<file path="config.mk">
export PLATFORM = sky130hd
export DESIGN_NAME = cmdmode_shim
export DESIGN_NICKNAME = d
export VERILOG_FILES = /design/src/rtl/cmdmode_pkg.sv /design/src/rtl/cmdmode_ctrl.sv /design/src/rtl/cmdmode_dpath.sv /design/src/rtl/cmdmode_shim.sv
export SDC_FILE = /design/constraint.sdc
export NUM_CORES = 1
export LEC_CHECK = 0
export ABC_AREA = 1
export BUFFER_PORTS_ARGS = -buffer_cell sky130_fd_sc_hd__clkbuf_2
export CELL_PAD_IN_SITES_DETAIL_PLACEMENT = 1
export CELL_PAD_IN_SITES_GLOBAL_PLACEMENT = 1
export CORE_MARGIN = 2
export CORE_UTILIZATION = 42
export DETAILED_ROUTE_END_ITERATION = 8
export GPL_TIMING_DRIVEN = 0
export HOLD_SLACK_MARGIN = 0.1
export PLACE_DENSITY = 0.9
export SETUP_SLACK_MARGIN = 0.4
export SYNTH_ARGS = -nofsm -noshare
export SYNTH_HDL_FRONTEND = slang
export SYNTH_SLANG_ARGS = --single-unit
</file>
<file path="constraint.sdc">
create_clock -name clk -period 2.8 [get_ports clk]
set_input_delay 0.28 -clock clk [delete_from_list [all_inputs] [get_ports clk]]
set_output_delay 0.28 -clock clk [all_outputs]
set_load 0.02 [all_outputs]
</file>
<file path="src/rtl/cmdmode_pkg.sv">
package cmdmode_pkg;

  localparam int DATA_W = 32;

  // Host-view offsets whose handling differs from a plain word access
  localparam logic [7:0] MODE_OFF    = 8'h0C;
  localparam logic [7:0] CMD_OFF     = 8'h0E;
  localparam logic [7:0] PWR_OFF     = 8'h29;
  localparam logic [7:0] INTSTAT_OFF = 8'h30;
  localparam logic [7:0] SIGEN_OFF   = 8'h38;
  localparam logic [7:0] MIXCTL_OFF  = 8'h48;
  localparam logic [7:0] SLOT_OFF    = 8'hFC;
  localparam logic [7:0] VER_OFF     = 8'hFE;

  localparam logic [DATA_W-1:0] MIX_KEEP  = 32'h0000_0037;
  localparam logic [DATA_W-1:0] MIX_CLEAR = 32'h0000_003F;
  localparam logic [DATA_W-1:0] PWR_VALUE = 32'h0000_000D;
  localparam logic [DATA_W-1:0] VER_VALUE = 32'h0000_0002;

  localparam logic [1:0] SZ_BYTE = 2'd0;
  localparam logic [1:0] SZ_HALF = 2'd1;

  typedef enum logic [3:0] {
    OP_PASS_RD, OP_PASS_WR, OP_RMW, OP_CACHE_LO, OP_CACHE_HI, OP_CACHE_RD,
    OP_CONST_RD, OP_DROP, OP_MIX_WR, OP_MIX_RD, OP_SLOT_RD
  } op_e;

  typedef enum logic [2:0] {ADR_ALIGNED, ADR_MIX, ADR_INTSTAT, ADR_SIGEN, ADR_MODE} adr_sel_e;
  typedef enum logic [1:0] {WR_RAW, WR_MERGE, WR_MIX, WR_FUSED} wr_sel_e;
  typedef enum logic [2:0] {RES_LANE, RES_MIX, RES_SLOT, RES_CACHE, RES_CONST} res_sel_e;

  typedef struct packed {
    logic     capture;
    logic     loadWord;
    logic     loadAux;
    logic     cacheLoWe;
    logic     cacheHiWe;
    adr_sel_e adrSel;
    wr_sel_e  wrSel;
    res_sel_e resSel;
  } strobe_t;

endpackage

</file>
<file path="src/rtl/cmdmode_ctrl.sv">
module cmdmode_ctrl
  import cmdmode_pkg::*;
#(
  parameter bit MIXED_CTRL = 1'b0,
  parameter int ADDR_W     = 8
) (
  input  logic              clk,
  input  logic              rstN,
  input  logic              upValid,
  input  logic              upWrite,
  input  logic [ADDR_W-1:0] upAddr,
  input  logic [1:0]        upSize,
  input  logic              dnReady,
  output logic              upReady,
  output logic              rspValid,
  output logic              dnValid,
  output logic              dnWrite,
  output strobe_t           strb
);

  typedef enum logic [2:0] {S_IDLE, S_RD_A, S_RD_B, S_WR, S_RSP} state_e;

  state_e state, stateNext;
  op_e    opQ, opNext;

  function automatic logic isAt(input logic [ADDR_W-1:0] a, input logic [7:0] off);
    return a == ADDR_W'(off);
  endfunction

  // Classify the incoming access
  always_comb begin
    opNext = upWrite ? OP_RMW : OP_PASS_RD;
    if (upWrite) begin
      if (upSize == SZ_HALF && isAt(upAddr, MODE_OFF))
        opNext = MIXED_CTRL ? OP_MIX_WR : OP_CACHE_LO;
      else if (upSize == SZ_HALF && isAt(upAddr, CMD_OFF) && !MIXED_CTRL)
        opNext = OP_CACHE_HI;
      else if (upSize == SZ_BYTE && isAt(upAddr, PWR_OFF))
        opNext = OP_DROP;
      else if (upSize != SZ_BYTE && upSize != SZ_HALF)
        opNext = OP_PASS_WR;
    end else begin
      if (upSize == SZ_HALF && isAt(upAddr, MODE_OFF))
        opNext = MIXED_CTRL ? OP_MIX_RD : OP_CACHE_RD;
      else if (upSize == SZ_HALF && isAt(upAddr, CMD_OFF) && !MIXED_CTRL)
        opNext = OP_CACHE_RD;
      else if (upSize == SZ_HALF && isAt(upAddr, SLOT_OFF))
        opNext = OP_SLOT_RD;
      else if (upSize == SZ_HALF && isAt(upAddr, VER_OFF) && MIXED_CTRL)
        opNext = OP_CONST_RD;
      else if (upSize == SZ_BYTE && isAt(upAddr, PWR_OFF))
        opNext = OP_CONST_RD;
    end
  end

  always_ff @(posedge clk) begin
    if (!rstN) begin
      state <= S_IDLE;
      opQ   <= OP_PASS_RD;
    end else begin
      state <= stateNext;
      if (state == S_IDLE && upValid) opQ <= opNext;
    end
  end

  always_comb begin
    stateNext = state;
    upReady   = 1'b0;
    rspValid  = 1'b0;
    dnValid   = 1'b0;
    dnWrite   = 1'b0;
    strb      = '0;

    unique case (opQ)
      OP_MIX_RD:   strb.resSel = RES_MIX;
      OP_SLOT_RD:  strb.resSel = RES_SLOT;
      OP_CACHE_RD: strb.resSel = RES_CACHE;
      OP_CONST_RD: strb.resSel = RES_CONST;
      default:     strb.resSel = RES_LANE;
    endcase

    unique case (state)
      S_IDLE: begin
        upReady = 1'b1;
        if (upValid) begin
          strb.capture   = 1'b1;
          strb.cacheLoWe = (opNext == OP_CACHE_LO);
          strb.cacheHiWe = (opNext == OP_CACHE_HI);
          unique case (opNext)
            OP_PASS_RD, OP_RMW, OP_MIX_WR, OP_MIX_RD, OP_SLOT_RD: stateNext = S_RD_A;
            OP_PASS_WR, OP_CACHE_HI:                              stateNext = S_WR;
            default:                                              stateNext = S_RSP;
          endcase
        end
      end
      S_RD_A: begin
        dnValid = 1'b1;
        if (opQ == OP_MIX_WR || opQ == OP_MIX_RD) strb.adrSel = ADR_MIX;
        else if (opQ == OP_SLOT_RD)               strb.adrSel = ADR_INTSTAT;
        else                                      strb.adrSel = ADR_ALIGNED;
        if (dnReady) begin
          strb.loadWord = 1'b1;
          if (opQ == OP_SLOT_RD)                     stateNext = S_RD_B;
          else if (opQ == OP_RMW || opQ == OP_MIX_WR) stateNext = S_WR;
          else                                        stateNext = S_RSP;
        end
      end
      S_RD_B: begin
        dnValid     = 1'b1;
        strb.adrSel = ADR_SIGEN;
        if (dnReady) begin
          strb.loadAux = 1'b1;
          stateNext    = S_RSP;
        end
      end
      S_WR: begin
        dnValid = 1'b1;
        dnWrite = 1'b1;
        if (opQ == OP_CACHE_HI) begin
          strb.adrSel = ADR_MODE;
          strb.wrSel  = WR_FUSED;
        end else if (opQ == OP_MIX_WR) begin
          strb.adrSel = ADR_MIX;
          strb.wrSel  = WR_MIX;
        end else begin
          strb.adrSel = ADR_ALIGNED;
          strb.wrSel  = (opQ == OP_RMW) ? WR_MERGE : WR_RAW;
        end
        if (dnReady) stateNext = S_RSP;
      end
      S_RSP: begin
        rspValid  = 1'b1;
        stateNext = S_IDLE;
      end
      default: stateNext = S_IDLE;
    endcase
  end

endmodule

</file>
<file path="src/rtl/cmdmode_dpath.sv">
module cmdmode_dpath
  import cmdmode_pkg::*;
#(
  parameter int ADDR_W = 8
) (
  input  logic              clk,
  input  logic              rstN,
  input  strobe_t           strb,
  input  logic [ADDR_W-1:0] upAddr,
  input  logic [1:0]        upSize,
  input  logic [DATA_W-1:0] upWdata,
  input  logic [DATA_W-1:0] dnRdata,
  output logic [ADDR_W-1:0] dnAddr,
  output logic [DATA_W-1:0] dnWdata,
  output logic [DATA_W-1:0] rspData
);

  localparam int LANE_W = $clog2(DATA_W / 8);
  localparam int SH_W   = LANE_W + 3;
  localparam int HALF_W = DATA_W / 2;

  logic [ADDR_W-1:0] reqAddr;
  logic [1:0]        reqSize;
  logic [DATA_W-1:0] reqWdata, wordQ, auxQ, cacheQ;
  logic [DATA_W-1:0] sizeMask, merged, laneData;
  logic [SH_W-1:0]   shift;

  always_ff @(posedge clk) begin
    if (!rstN) begin
      reqAddr  <= '0;
      reqSize  <= '0;
      reqWdata <= '0;
      wordQ    <= '0;
      auxQ     <= '0;
      cacheQ   <= '0;
    end else begin
      if (strb.capture) begin
        reqAddr  <= upAddr;
        reqSize  <= upSize;
        reqWdata <= upWdata;
      end
      if (strb.cacheLoWe) cacheQ[HALF_W-1:0]      <= upWdata[HALF_W-1:0];
      if (strb.cacheHiWe) cacheQ[DATA_W-1:HALF_W] <= upWdata[HALF_W-1:0];
      if (strb.loadWord)  wordQ <= dnRdata;
      if (strb.loadAux)   auxQ  <= dnRdata;
    end
  end

  always_comb begin
    unique case (reqSize)
      SZ_BYTE: sizeMask = DATA_W'(8'hFF);
      SZ_HALF: sizeMask = DATA_W'({HALF_W{1'b1}});
      default: sizeMask = '1;
    endcase
    shift    = (reqSize == SZ_BYTE || reqSize == SZ_HALF) ? {reqAddr[LANE_W-1:0], 3'b000} : '0;
    merged   = (wordQ & ~(sizeMask << shift)) | ((reqWdata & sizeMask) << shift);
    laneData = (wordQ >> shift) & sizeMask;
  end

  always_comb begin
    unique case (strb.adrSel)
      ADR_MIX:     dnAddr = ADDR_W'(MIXCTL_OFF);
      ADR_INTSTAT: dnAddr = ADDR_W'(INTSTAT_OFF);
      ADR_SIGEN:   dnAddr = ADDR_W'(SIGEN_OFF);
      ADR_MODE:    dnAddr = ADDR_W'(MODE_OFF);
      default:     dnAddr = {reqAddr[ADDR_W-1:LANE_W], {LANE_W{1'b0}}};
    endcase

    unique case (strb.wrSel)
      WR_MERGE: dnWdata = merged;
      WR_MIX:   dnWdata = (wordQ & ~MIX_CLEAR) | (reqWdata & MIX_KEEP);
      WR_FUSED: dnWdata = cacheQ;
      default:  dnWdata = reqWdata;
    endcase

    unique case (strb.resSel)
      RES_MIX:   rspData = wordQ & MIX_KEEP;
      RES_SLOT:  rspData = DATA_W'(|(wordQ & auxQ));
      RES_CACHE: rspData = reqAddr[1] ? DATA_W'(cacheQ[DATA_W-1:HALF_W])
                                      : DATA_W'(cacheQ[HALF_W-1:0]);
      RES_CONST: rspData = (reqAddr == ADDR_W'(VER_OFF)) ? VER_VALUE : PWR_VALUE;
      default:   rspData = laneData;
    endcase
  end

endmodule

</file>
<file path="src/rtl/cmdmode_shim.sv">
module cmdmode_shim
  import cmdmode_pkg::*;
#(
  parameter bit MIXED_CTRL = 1'b0,
  parameter int ADDR_W     = 8
) (
  input  logic              clk,
  input  logic              rstN,
  input  logic              upValid,
  output logic              upReady,
  input  logic              upWrite,
  input  logic [ADDR_W-1:0] upAddr,
  input  logic [1:0]        upSize,
  input  logic [DATA_W-1:0] upWdata,
  output logic              rspValid,
  output logic [DATA_W-1:0] rspData,
  output logic              dnValid,
  input  logic              dnReady,
  output logic              dnWrite,
  output logic [ADDR_W-1:0] dnAddr,
  output logic [DATA_W-1:0] dnWdata,
  input  logic [DATA_W-1:0] dnRdata
);

  strobe_t strb;

  cmdmode_ctrl #(.MIXED_CTRL(MIXED_CTRL), .ADDR_W(ADDR_W)) u_ctrl (
    .clk(clk), .rstN(rstN), .upValid(upValid), .upWrite(upWrite),
    .upAddr(upAddr), .upSize(upSize), .dnReady(dnReady),
    .upReady(upReady), .rspValid(rspValid), .dnValid(dnValid),
    .dnWrite(dnWrite), .strb(strb)
  );

  cmdmode_dpath #(.ADDR_W(ADDR_W)) u_dpath (
    .clk(clk), .rstN(rstN), .strb(strb), .upAddr(upAddr), .upSize(upSize),
    .upWdata(upWdata), .dnRdata(dnRdata), .dnAddr(dnAddr),
    .dnWdata(dnWdata), .rspData(rspData)
  );

endmodule

</file>
==> impl_metrics.json, run 1 <==
{
  "status": "complete, but fails checks",
  "violations": "setup timing",
  "seq_area_frac_synth_pct": 36.45,
  "final_area_um2": 11620,
  "syn-instance-count": 1178,
  "fill_cells": 2327,
  "fmax_mhz": 341.7,
  "dpl_cell_area_um2": 9021,
  "grtUsageMet1_pct": 51.41,
  "cp_data_required_time_ns": 2.52,
  "cp.arrival_ns": 2.65,
  "grt_pass1_wl_um": 65290,
  "power_uw": 11350,
  "cp_common_cell": "buf_6",
  "ys.flop_type": "dfxtp_1",
  "coreArea_um2": 18640,
  "grt_max_degree": 17,
  "critPathSlowestCell": "mux2i_1",
  "wl_per_cell_um": 32.03,
  "min_path_type": "in -> reg",
  "synth_edf_count": 0,
  "final-max-slew-violation-count": 0,
  "track_usage_pct": 43.27,
  "antenna_left": 0,
  "drive_above_1_share_pct": 33.73,
  "cts_tree": "yes",
  "use_met3_pct": 11.24,
  "dr.pass1.iters": 6,
  "fin_crit_sh_pct": 104.5,
  "worstPathMaxFanout": 10,
  "die_h_um": 141.7,
  "nets": 1488,
  "worst_slew_pin_slew_ns": 1.059,
  "io_pins": 155,
  "timing.final.ws_setup_ns": -0.1263,
  "syn2layout_area_growth_pct": 45.89,
  "path_class": "reg -> out",
  "drc": 0,
  "endpoint_kind": "output port",
  "rsz0062_at_grt": "true",
  "start_util_pct": 42.72,
  "period_minus_slack_ns": 2.926,
  "setup_viol": 5,
  "synth_top_area_share_pct": 36.45,
  "gr-usage-met2_pct": 68.42,
  "synth.distinct_cells": 46,
  "p_leak_uw": 0.004744,
  "slew_headroom_pct": 27.40,
  "critPathBufInv": 3,
  "max_cap_viol_count": 0,
  "top_usage_layer": "met2",
  "peakVddDrop_mv": 0.5458,
  "numCtsBuffers": 17,
  "ys_ff_latch": 145,
  "syn_area_um2": 7964,
  "row_count": 50,
  "htreeDepth": 4,
  "first_iter_violations": 1951,
  "clock-sinks": 145,
  "dp_hpwl_um": 29210,
  "synth_top_cell_by_area": "dfxtp_1",
  "clk_pin_slew_worst_paths_ns": 0.07,
  "wirelength_um": 53040,
  "fin_util_pct": 62.32,
  "grt_pass1_vias": 11100,
  "final.setup_skew_ns": 0.01475,
  "yosysMostFrequentCell": "o21ai_0",
  "gr-total-overflow": 0,
  "port_buffers": 152,
  "die_w_um": 141.7,
  "whs_ns": 0.07927,
  "power_density_nw_per_um2": 977.2,
  "yosys_warnings": 0,
  "vias": 11740,
  "hold_viol": 0,
  "grt_antenna_before_repair": 2,
  "synth.avg_cell_area_um2": 6.761,
  "root_buffer": "clkbuf_16",
  "max_stage_delay_ns": 0.92,
  "crit_chain": "buf_6 -> buf_2 -> mux2i_1 -> o22ai_2 -> buf_6",
  "clkLatencyLatePin_ns": 0.47,
  "netlist_top_cells_area": "dfxtp_1 36%, o21ai_0 12%, nor2_1 8.0%, a21oi_1 6.7%, nand2_1 6.7%",
  "synth_common_cells": "188 x o21ai_0, 170 x nor2_1, 145 x dfxtp_1",
  "dieArea_um2": 20080,
  "startpoint_type": "flip-flop",
  "async_flop_share_pct": 0,
  "cpLargestDelayFamily": "multiplexers",
  "gp_congestion": 1.003,
  "viasPerCell": 7.087,
  "clock_path_buffers": 2
}
## final timing paths
| path | start | end | slack (ns) | cells after the start |
|---|---|---|---|---|
| setup / recovery | u_dpath.reqAddr[1] | rspData[8] | -0.13 | 5 |
| hold / removal | dnRdata[6] | u_dpath.auxQ[6] | 0.08 | 3 |
| setup reg to reg | u_ctrl.state[0] | u_dpath.reqWdata[25] | -0.04 | 10 |
| hold reg to reg | u_dpath.reqWdata[15] | u_dpath.reqWdata[15] | 0.50 | 2 |
## where the power goes
part	switching, uW	internal [uW]	total, uW
sequential	447	2490	2940
clock	1050	1470	2510
combinational	4010	1890	5900
## per-layer routing
metal,part of all wire [%],vias to the layer above
met1,33,5473
met4,11,0
met2,42,1273
li1,-,4473
met3,14,517
met5,0,-
## stage by stage
stage	setup slack [ns]	cells	setup TNS (ns)
floorplan	0.6882	1179	0
finish	-0.1263	1656	-0.2980
global placement	0.1449	1565	0
CTS	0.3482	1636	0
global route	-0.1846	1654	-0.4520
detailed placement	0.1492	1565	0
## placed cells by master, fill, tap and decap left out, types with 29 or more instances in the layout
cell type  synthesis  layout
o21ai_1           30      40
o21ai_0          188     153
clkbuf_1          45      36
clkbuf_2           0     106
a21oi_1          107     101
buf_6              2      29
inv_1            129     116
nor2_1           170     150
buf_4              8      61
nand2_1          142     121
dfxtp_1          145     137
## registers in the layout, indices dropped and copies added (netlist names)
register	count
u_dpath.reqAddr	8
u_ctrl.state	3
u_dpath.auxQ	32
u_ctrl.opQ	4
u_dpath.reqWdata	32
u_dpath.reqSize	2
u_dpath.cacheQ	32
u_dpath.wordQ	32
## worst reg2reg max path, cell delays in order, from the launching register on
cell and delay [ns]:
dfxtp_2 0.32, buf_4 0.12, buf_4 0.13, nor2_2 0.14, inv_2 0.07, nor2_4 0.16
nand2_4 0.10, clkbuf_1 0.27, clkbuf_1 0.40, o21ai_0 0.83, a21oi_1 0.14
## repair_timing
item                                    CTS  global route
setup buffers                            32            15
gates cloned                              2             2
endpoints found under the hold margin     7             1
pin swaps                                20            26
hold buffers                              7             1
endpoints found under the setup margin   68            64
resized for setup                       281           169
## logic make-up after synthesis
logic type / share of synthesized area [%]
compound gates: 33.21
buf+inv: 11.33
flops: 36.45
mux: 0.3771
other cells: 0.04709
simple gates: 18.59
## cell type report
type | count | area [um2] | area share [%]
clock inverters | 8 | 128.9 | 1.109
plain buffers | 71 | 520.5 | 4.480
flip-flops and latches | 145 | 2925 | 25.18
diodes | 2 | 5.005 | 0.04308
repair buffers | 211 | 1604 | 13.81
clock buffers | 22 | 474.2 | 4.081
well taps | 234 | 292.8 | 2.520
multi-input cells | 810 | 5024 | 43.24
inverters | 153 | 644.4 | 5.546
Note: power is estimated with default switching activity, not from simulation.
==> run 2, diff against run 1 <==
--- a/config.mk
+++ b/config.mk
@@ -19,3 +19,4 @@
 export SYNTH_ARGS = -nofsm -noshare
 export SYNTH_HDL_FRONTEND = slang
 export SYNTH_SLANG_ARGS = --single-unit
+export TNS_END_PERCENT = 20
==> impl_metrics.json, run 2 (synthesized netlist as in run 1, its figures left out) <==
{
  "setup_viol": 1,
  "wl_per_cell_um": 29.71,
  "final-max-slew-violation-count": 0,
  "grt_antenna_before_repair": 3,
  "min_from": "dnRdata[6]",
  "worst_slew_pin_slew_ns": 0.9132,
  "drc": 0,
  "peakVddDrop_mv": 0.5035,
  "io_pins": 155,
  "timing.final.ws_setup_ns": -0.004293,
  "clock_path_buffers": 2,
  "grt_pass1_vias": 10710,
  "track_usage_pct": 41.41,
  "switching_share_pct": 47.73,
  "power_density_nw_per_um2": 961.1,
  "viasPerCell": 6.869,
  "switchingPower_uw": 5122,
  "numCtsBuffers": 17,
  "start_util_pct": 42.72,
  "met2WireLength_um": 20790,
  "clkLatencyLatePin_ns": 0.45,
  "gp_congestion": 1.003,
  "fmax_mhz": 356.6,
  "violations": "setup timing",
  "rsz0062_at_grt": "true",
  "nets": 1486,
  "power_frac_comb_pct": 49.5,
  "routed-wl-met3_um": 6116,
  "die_h_um": 141.7,
  "dp_cells": 1565,
  "period_minus_slack_ns": 2.804,
  "status": "complete, but fails checks",
  "htreeDepth": 4,
  "routed.top_layer": "met5",
  "final.setup_skew_ns": 0.006745,
  "startpoint_type": "flip-flop",
  "p_leak_uw": 0.004602,
  "dieArea_um2": 20080,
  "die_w_um": 141.7,
  "first_iter_violations": 1419,
  "gr-total-overflow": 0,
  "post_layout_nonfiller_instances": 1653,
  "grt_pass1_wl_um": 62580,
  "reg2regPathDepth": 12,
  "root_buffer": "clkbuf_16",
  "path_class": "reg -> out",
  "grt_max_degree": 17,
  "intPower_uw": 5610,
  "antenna_left": 0,
  "vias": 11360,
  "hold_viol": 0,
  "clk_pin_slew_worst_paths_ns": 0.07,
  "wirelength_um": 49100,
  "final_common_cell": "o21ai_0",
  "drive_above_1_share_pct": 31.03,
  "power_frac_seq_pct": 27.2,
  "cp-startpoint": "u_ctrl.opQ[0]",
  "dr.pass1.iters": 6,
  "power_uw": 10730,
  "p_clk_share_pct": 23.2,
  "m1WireLength_um": 17230,
  "coreArea_um2": 18640,
  "max_cap_viol_count": 0,
  "endpoint_kind": "output port",
  "min_path_type": "in -> reg",
  "slew_headroom_pct": 39.12,
  "hold_depth": 3,
  "cp.arrival_ns": 2.52,
  "dp_slack_ns": 0.1492,
  "rrSetupSlack_ns": 0.40,
  "fin_util_pct": 59.90,
  "syn2layout_area_growth_pct": 40.22,
  "hold_end": "u_dpath.auxQ[6]",
  "timing.rr.start": "u_ctrl.state[0]",
  "cts_tree": "yes",
  "cp_data_required_time_ns": 2.52,
  "port_buffers": 152,
  "fin_crit_sh_pct": 100.2,
  "final_cell_mix": "159 x o21ai_0, 152 x nor2_1, 138 x dfxtp_1",
  "row_count": 50,
  "dp_hpwl_um": 29210,
  "worstPathMaxFanout": 6,
  "r2r_end": "u_dpath.cacheQ[14]",
  "clock-sinks": 145
}
-- run 2: final cells by class --
class / instances / area [um2]
tap: 234 / 292.8
antenna: 1 / 2.502
clock buffer: 22 / 474.2
inverter: 153 / 629.4
timing repair buffer: 208 / 1443
sequential: 145 / 2919
multi-input combinational: 810 / 4791
buffer: 71 / 481.7
fill: 2403 / 7476
clock inverter: 8 / 128.9
timing repair inverter: 1 / 5.005
-- run 2: timing repair --
| action | CTS | global route |
|---|---|---|
| gates cloned | 2 | 2 |
| endpoints found under the hold margin | 7 | 0 |
| endpoints found under the setup margin | 68 | 64 |
| buffers inserted | 30 | 16 |
| resized for setup | 223 | 103 |
| hold buffers | 7 | 0 |
| pin swaps | 17 | 14 |
-- run 2: metal layers --
layer,up-vias,track usage [%]
met1,5382,49.86
met5,-,0
met3,424,9.484
li1,4473,-
met2,1074,65.92
met4,2,28.16
-- run 2: critical path, cell delays in order (launching register included) --
cell and delay (ns):
dfxtp_2 0.39, inv_1 0.06, nor2_1 0.10, inv_1 0.13
nor2_4 0.18, clkinvlp_4 0.22, buf_4 0.21, o22ai_1 0.50
clkbuf_2 0.29
-- run 2: how the worst max path moves through the flow --
stage                             end  slack, ns  depth (start not counted)
after floorplan            dnWdata[2]       0.69                         10
after global placement     dnWdata[1]       0.14                          8
after detailed placement  dnWdata[30]       0.15                         10
after CTS                 dnWdata[17]       0.33                         10
after global routing       rspData[8]       0.01                          8
final                      rspData[8]     -0.004                          8
-- run 2: per-stage QoR --
step / hold slack (ns) / setup TNS [ns] / cell area [um2]
3_5_place_dp: 0.4622 / 0 / 9021
5_1_grt: 0.1021 / 0 / 11160
4_1_cts: 0.1001 / 0 / 10730
3_3_place_gp: 0.4575 / 0 / 9021
2_1_floorplan: 0.4149 / 0 / 7968
6_report: 0.08786 / -0.004293 / 11170
-- run 2: power by group through the flow --
stage               Sequential (uW)  Combinational, uW  Clock, uW
global placement               2800               3830          0
global route                   2920               5470       2550
CTS                            2800               4530       2420
floorplan                      2700               2500          0
detailed placement             2820               3890          0
finish                         2920               5320       2500
